## config.mk

```make
export PLATFORM = sky130hd
export DESIGN_NAME = ddr_spi_capture
export DESIGN_NICKNAME = d
export VERILOG_FILES = /design/src/rtl/ddr_spi_pkg.sv /design/src/rtl/ddr_spi_lane.sv /design/src/rtl/ddr_spi_tx.sv /design/src/rtl/ddr_spi_capture.sv
export SDC_FILE = /design/constraint.sdc
export NUM_CORES = 1
export LEC_CHECK = 0
export BUFFER_PORTS_ARGS = -buffer_cell sky130_fd_sc_hd__buf_4
export CORE_MARGIN = 2
export CORE_UTILIZATION = 52
export CTS_CLUSTER_SIZE = 25
export DETAILED_ROUTE_END_ITERATION = 12
export PLACE_DENSITY = 0.86
export SLEW_MARGIN = 0
export SYNTH_ARGS = -nofsm -noshare
export SYNTH_HDL_FRONTEND = slang
export SYNTH_SLANG_ARGS = --single-unit
export TNS_END_PERCENT = 20
```

## constraint.sdc

```tcl
create_clock -name clk -period 2.25 [get_ports clk]
set_clock_uncertainty 0.05 [all_clocks]
set_input_delay 0.45 -clock clk [delete_from_list [all_inputs] [get_ports clk]]
set_output_delay 0.45 -clock clk [all_outputs]
set_load 0.05 [all_outputs]
```

## src/rtl/ddr_spi_pkg.sv

```systemverilog
package ddr_spi_pkg;

    typedef enum logic [1:0] {
        PH_IDLE,
        PH_SETUP,
        PH_SHIFT,
        PH_GAP
    } phase_e;

    // smallest whole number of clock cycles covering min_ps, never below one
    function automatic int unsigned min_cycles(input longint unsigned min_ps,
                                               input longint unsigned clk_hz);
        longint unsigned num;
        num = min_ps * clk_hz + 64'd999_999_999_999;
        num = num / 64'd1_000_000_000_000;
        if (num == 64'd0) begin
            num = 64'd1;
        end
        return 32'(num);
    endfunction

endpackage

```

## src/rtl/ddr_spi_lane.sv

```systemverilog
module ddr_spi_lane #(
    parameter int unsigned WORD_W = 16
) (
    input  logic              clk,
    input  logic              rst,
    input  logic              sample_i,
    input  logic              last_i,
    input  logic              bit_i,
    output logic [WORD_W-1:0] word_o
);

    logic [WORD_W-1:0] shift_d, shift_q;
    logic [WORD_W-1:0] hold_d,  hold_q;

    always_comb begin
        shift_d = shift_q;
        hold_d  = hold_q;
        if (sample_i) begin
            // first bit of a word walks up to the MSB
            shift_d = {shift_q[WORD_W-2:0], bit_i};
            if (last_i) begin
                hold_d = shift_d;
            end
        end
    end

    always_ff @(posedge clk) begin
        if (rst) begin
            shift_q <= '0;
            hold_q  <= '0;
        end else begin
            shift_q <= shift_d;
            hold_q  <= hold_d;
        end
    end

    assign word_o = hold_q;

endmodule

```

## src/rtl/ddr_spi_tx.sv

```systemverilog
module ddr_spi_tx #(
    parameter int unsigned WORD_W = 16
) (
    input  logic              clk,
    input  logic              rst,
    input  logic              load_i,
    input  logic [WORD_W-1:0] cmd_i,
    input  logic              step_i,
    output logic              mosi_o
);

    logic [WORD_W-1:0] sh_d, sh_q;

    always_comb begin
        sh_d = sh_q;
        if (load_i) begin
            sh_d = cmd_i;
        end else if (step_i) begin
            // zeros fill in, so the line rests low after the last bit
            sh_d = {sh_q[WORD_W-2:0], 1'b0};
        end
    end

    always_ff @(posedge clk) begin
        if (rst) begin
            sh_q <= '0;
        end else begin
            sh_q <= sh_d;
        end
    end

    assign mosi_o = sh_q[WORD_W-1];

endmodule

```

## src/rtl/ddr_spi_capture.sv

```systemverilog
module ddr_spi_capture
    import ddr_spi_pkg::*;
#(
    parameter int unsigned CLK_HZ   = 50_000_000,
    parameter int unsigned WORD_W   = 16,
    parameter int unsigned HALF_DIV = 2,
    parameter int unsigned SETUP_PS = 20_800,
    parameter int unsigned IDLE_PS  = 154_000
) (
    input  logic              clk,
    input  logic              rst,
    input  logic              start_i,
    input  logic [WORD_W-1:0] cmd_i,
    input  logic              miso_a_i,
    input  logic              miso_b_i,
    output logic              cs_n_o,
    output logic              sclk_o,
    output logic              mosi_o,
    output logic [WORD_W-1:0] word_a_o,
    output logic [WORD_W-1:0] word_b_o,
    output logic              valid_o
);

    localparam int unsigned SETUP_CYC = min_cycles(64'(SETUP_PS), 64'(CLK_HZ));
    localparam int unsigned IDLE_CYC  = min_cycles(64'(IDLE_PS),  64'(CLK_HZ));
    localparam int unsigned CNT_MAX0  = (IDLE_CYC > SETUP_CYC) ? IDLE_CYC : SETUP_CYC;
    localparam int unsigned CNT_MAX   = (CNT_MAX0 > HALF_DIV) ? CNT_MAX0 : HALF_DIV;
    localparam int          CNT_W     = $clog2(CNT_MAX + 1);
    localparam int          BIT_W     = $clog2(WORD_W);
    localparam int          LANES     = 2;

    typedef struct packed {
        phase_e            phase;
        logic [CNT_W-1:0]  cnt;
        logic [BIT_W-1:0]  bitidx;
        logic              sclk;
        logic              cs_n;
        logic              valid;
        logic              pend;
        logic [WORD_W-1:0] pend_cmd;
    } ctl_t;

    ctl_t r_q, r_d;

    logic              load;
    logic [WORD_W-1:0] load_cmd;
    logic              sample;
    logic              last;

    always_comb begin
        r_d        = r_q;
        r_d.valid  = 1'b0;
        load       = 1'b0;
        load_cmd   = cmd_i;
        sample     = 1'b0;
        last       = 1'b0;

        unique case (r_q.phase)
            PH_IDLE: begin
                if (start_i) begin
                    load      = 1'b1;
                    load_cmd  = cmd_i;
                    r_d.cs_n  = 1'b0;
                    r_d.phase = PH_SETUP;
                    r_d.cnt   = CNT_W'(SETUP_CYC - 1);
                end
            end

            PH_SETUP: begin
                if (start_i && !r_q.pend) begin
                    r_d.pend     = 1'b1;
                    r_d.pend_cmd = cmd_i;
                end
                if (r_q.cnt == '0) begin
                    r_d.phase  = PH_SHIFT;
                    r_d.cnt    = CNT_W'(HALF_DIV - 1);
                    r_d.bitidx = '0;
                end else begin
                    r_d.cnt = r_q.cnt - 1'b1;
                end
            end

            PH_SHIFT: begin
                if (start_i && !r_q.pend) begin
                    r_d.pend     = 1'b1;
                    r_d.pend_cmd = cmd_i;
                end
                if (r_q.cnt == '0) begin
                    // end of a half-period: sample, then move the clock edge
                    sample   = 1'b1;
                    r_d.sclk = ~r_q.sclk;
                    r_d.cnt  = CNT_W'(HALF_DIV - 1);
                    if (r_q.bitidx == BIT_W'(WORD_W - 1)) begin
                        last      = 1'b1;
                        r_d.valid = 1'b1;
                        r_d.cs_n  = 1'b1;
                        r_d.phase = PH_GAP;
                        r_d.cnt   = CNT_W'(IDLE_CYC - 1);
                    end else begin
                        r_d.bitidx = r_q.bitidx + 1'b1;
                    end
                end else begin
                    r_d.cnt = r_q.cnt - 1'b1;
                end
            end

            PH_GAP: begin
                if (r_q.cnt == '0) begin
                    if (r_q.pend || start_i) begin
                        load      = 1'b1;
                        load_cmd  = r_q.pend ? r_q.pend_cmd : cmd_i;
                        r_d.pend  = 1'b0;
                        r_d.cs_n  = 1'b0;
                        r_d.phase = PH_SETUP;
                        r_d.cnt   = CNT_W'(SETUP_CYC - 1);
                    end else begin
                        r_d.phase = PH_IDLE;
                    end
                end else begin
                    r_d.cnt = r_q.cnt - 1'b1;
                    if (start_i && !r_q.pend) begin
                        r_d.pend     = 1'b1;
                        r_d.pend_cmd = cmd_i;
                    end
                end
            end

            default: begin
                r_d.phase = PH_IDLE;
            end
        endcase
    end

    always_ff @(posedge clk) begin
        if (rst) begin
            r_q          <= '0;
            r_q.phase    <= PH_IDLE;
            r_q.cs_n     <= 1'b1;
        end else begin
            r_q <= r_d;
        end
    end

    ddr_spi_tx #(
        .WORD_W (WORD_W)
    ) u_tx (
        .clk    (clk),
        .rst    (rst),
        .load_i (load),
        .cmd_i  (load_cmd),
        .step_i (sample),
        .mosi_o (mosi_o)
    );

    logic [LANES-1:0]  lane_in;
    logic [WORD_W-1:0] lane_word [LANES];

    assign lane_in = {miso_b_i, miso_a_i};

    for (genvar gi = 0; gi < LANES; gi++) begin : g_lane
        ddr_spi_lane #(
            .WORD_W (WORD_W)
        ) u_lane (
            .clk      (clk),
            .rst      (rst),
            .sample_i (sample),
            .last_i   (last),
            .bit_i    (lane_in[gi]),
            .word_o   (lane_word[gi])
        );
    end

    assign word_a_o = lane_word[0];
    assign word_b_o = lane_word[1];
    assign cs_n_o   = r_q.cs_n;
    assign sclk_o   = r_q.sclk;
    assign valid_o  = r_q.valid;

endmodule

```

==> results.ini <==
[placed_design]
portBuffers = 56
gp_congestion = 0.811
hpwl_mm = 6.35
dp.cells = 648

[sta]
min_period_ns = 2.19
finalHoldViolCount = 0
worstMarginPinSlew_ns = 0.592
setup_violations = 0
fin_crit_sh_pct = 97.5
max_freq_mhz = 456
relSlewSlack_pct = 60.6
slew_violations = 0
rsz0062_at_grt = true

[layout]
nNetsFinal = 583
layout-drive-gt1-share_pct = 20.0
areaGrowthSynthToFinish_pct = 17.2
final_cells = 664
diodes = 0
mostFrequentLayoutCell = nand2_1
fin_util_pct = 63.2
final_cell_mix = nand2_1 (128), dfxtp_1 (108), a21oi_1 (71), buf_4 (65), mux2i_1 (32)

[route]
wl_per_cell_um = 14.0
drtPass1Iterations = 4
route.detailed.drc = 0
via_per_inst = 5.46
ant_nets = 0
drt-total-wl_mm = 9.32
drt_iter0_markers = 116
via_count = 3626

[floorplanning]
dieHeight_um = 96.8
num_rows = 33
initial_core_util_pct = 53.9
coreArea_um2 = 8300
die_w_um = 96.8
dieArea_um2 = 9370
io_pins = 57

[synth]
ys_seq_area_share_pct = 48.3
synth_area_um2 = 4480
netlist_instances = 511
synth_edf_count = 0
synthAdderAreaFrac_pct = 2.24
synth.distinct_cells = 41
synth_top_family_by_area = simple AND/OR/NAND/NOR gates
synthMuxAreaShare_pct = 7.15
ys_warn_count = 0
synth-xor-area-share_pct = 0.783
async_flop_share_pct = 0
synth_seq_cells = 108
syn_nets = 540
ys.flop_type = dfxtp_1
synthSimpleGateAreaFrac_pct = 18.8
synth_compound_area_share_pct = 18.4
syn_avg_cell_area_um2 = 8.76

[setup_path]
path_cells = inv_1 > ha_2 > or3b_4 > o41ai_4 > buf_12 > a21oi_1 > a311oi_2
startpoint_type = flip-flop
crit_family = compound AO/OA/AOI/OAI gates
endpoint_kind = flip-flop
critPathKind = reg -> reg
max_stage_delay_ns = 0.44
crit_slowest_cell = or3b_4
required_ns = 2.48
cp_max_fo = 32
crit_buf_inv = 2
crit_arrival_ns = 2.42

[global_routing]
grt_pass1_vias = 3501
grtUsageTotal_pct = 19.9
grt_pass1_wl_mm = 15.8
antenna_found_initial = 0
gr-total-overflow = 0
grt_max_degree = 43

[power]
peakVddDrop_uv = 513
p_leak_nw = 1.85
powerDensity_nw_per_um2 = 1020

[cts]
cts_tree = built
clock_path_buffers = 2
hold_buffers = 0
clk_pin_slew_ns = 0.11
clock_sinks = 108
clkLatencyLatePin_ns = 0.38
numCtsBuffers = 9
cts-root-buf = clkbuf_8
cts.htree.levels = 3

[run]
drv_cap = 0

[hold_path]
hp-class = in -> reg

[outcome]
run_status = finished, final reports clean

tightest hold or removal path, stage by stage:
cell	delay, ns
buf_4	0.09
mux2i_1	0.06
nor2_1	0.07
metal layers:
layer | vias up | wire length [um] | GRT usage, %
met5 | - | 0 | 0
li1 | 1831 | - | -
met1 | 1722 | 4210 | 24.5
met4 | 0 | 160 | 7.48
met3 | 13 | 309 | 3.68
met2 | 60 | 4640 | 34.6
repair_timing:
action | in CTS | in global routing
gates resized for setup | 1 | 3
buffers inserted | 0 | 0
setup endpoints to repair | 1 | 4
sequential cells by signal (all words and copies together) (netlist names):
signal,cells
g_lane.u_lane.word_o,32
g_lane.u_lane.shift_q,30
r_q,27
u_tx.sh_q,16
cs_n_o,1
sclk_o,1
valid_o,1
synthesized netlist by cell type (all sizes together), types with 3 or more instances:
cell type / count / area share [%]
nand2: 128 / 11
dfxtp: 108 / 48
a21oi: 71 / 7.9
a211oi: 33 / 7.1
mux2i: 32 / 7.2
clkbuf: 29 / 2.4
nor2: 29 / 2.5
and2: 15 / 2.1
buf: 8 / 1.3
ha: 8 / 2.2
inv: 7 / 0.59
nor3: 6 / 0.92
o21ai: 4 / 0.45
a311oi: 3 / 0.59
xor2: 3 / 0.59
path summary, 6_finish.rpt:
check	slack, ns	end	cells past startpoint	start
max	0.06	u_tx.sh_q[0]$_SDFFE_PP0P_	7	r_q[24]$_SDFFE_PP0P_
min	0.27	r_q[12]$_SDFFE_PP0P_	3	cmd_i[12]
max reg2reg	0.06	u_tx.sh_q[0]$_SDFFE_PP0P_	7	r_q[24]$_SDFFE_PP0P_
min reg2reg	0.41	g_lane[1].u_lane.shift_q[13]$_SDFFE_PP0P_	2	g_lane[1].u_lane.shift_q[12]$_SDFFE_PP0P_
layout make-up:
| type | count | area, um2 |
|---|---|---|
| fillers | 689 | 3050 |
| flip-flops and latches | 108 | 2160 |
| multi-input cells | 359 | 2160 |
| repair buffers | 69 | 568 |
| well taps | 105 | 131 |
| clock buffers | 9 | 124 |
| clock inverters | 7 | 80.1 |
| inverters | 7 | 26.3 |
report_power, final:
| group | switching (mW) | internal (mW) |
|---|---|---|
| registers | 0.165 | 2.16 |
| logic | 1.07 | 0.793 |
| clock network | 0.717 | 0.442 |
per-stage QoR:
step	cell area [um2]	setup slack [ns]	hold slack [ns]	power, mW	TNS, ns
2_1_floorplan	4480	0.107	0.382	3.72	0
3_3_place_gp	5030	0.157	0.394	4.07	0
3_5_place_dp	5030	0.0223	0.400	4.19	0
4_1_cts	5230	0.00831	0.250	5.37	0
5_1_grt	5250	-0.0624	0.262	5.67	-0.0624
6_report	5250	0.0557	0.267	5.36	0
logic make-up after synthesis:
family,after synthesis
flip-flops,108
AND/OR/NAND/NOR,194
multiplexers,32
XOR/XNOR,4
buffers and inverters,44
adder cells (fa/ha/maj),8
AO/OA/AOI/OAI,121
Power figures use the tool's default switching activity.
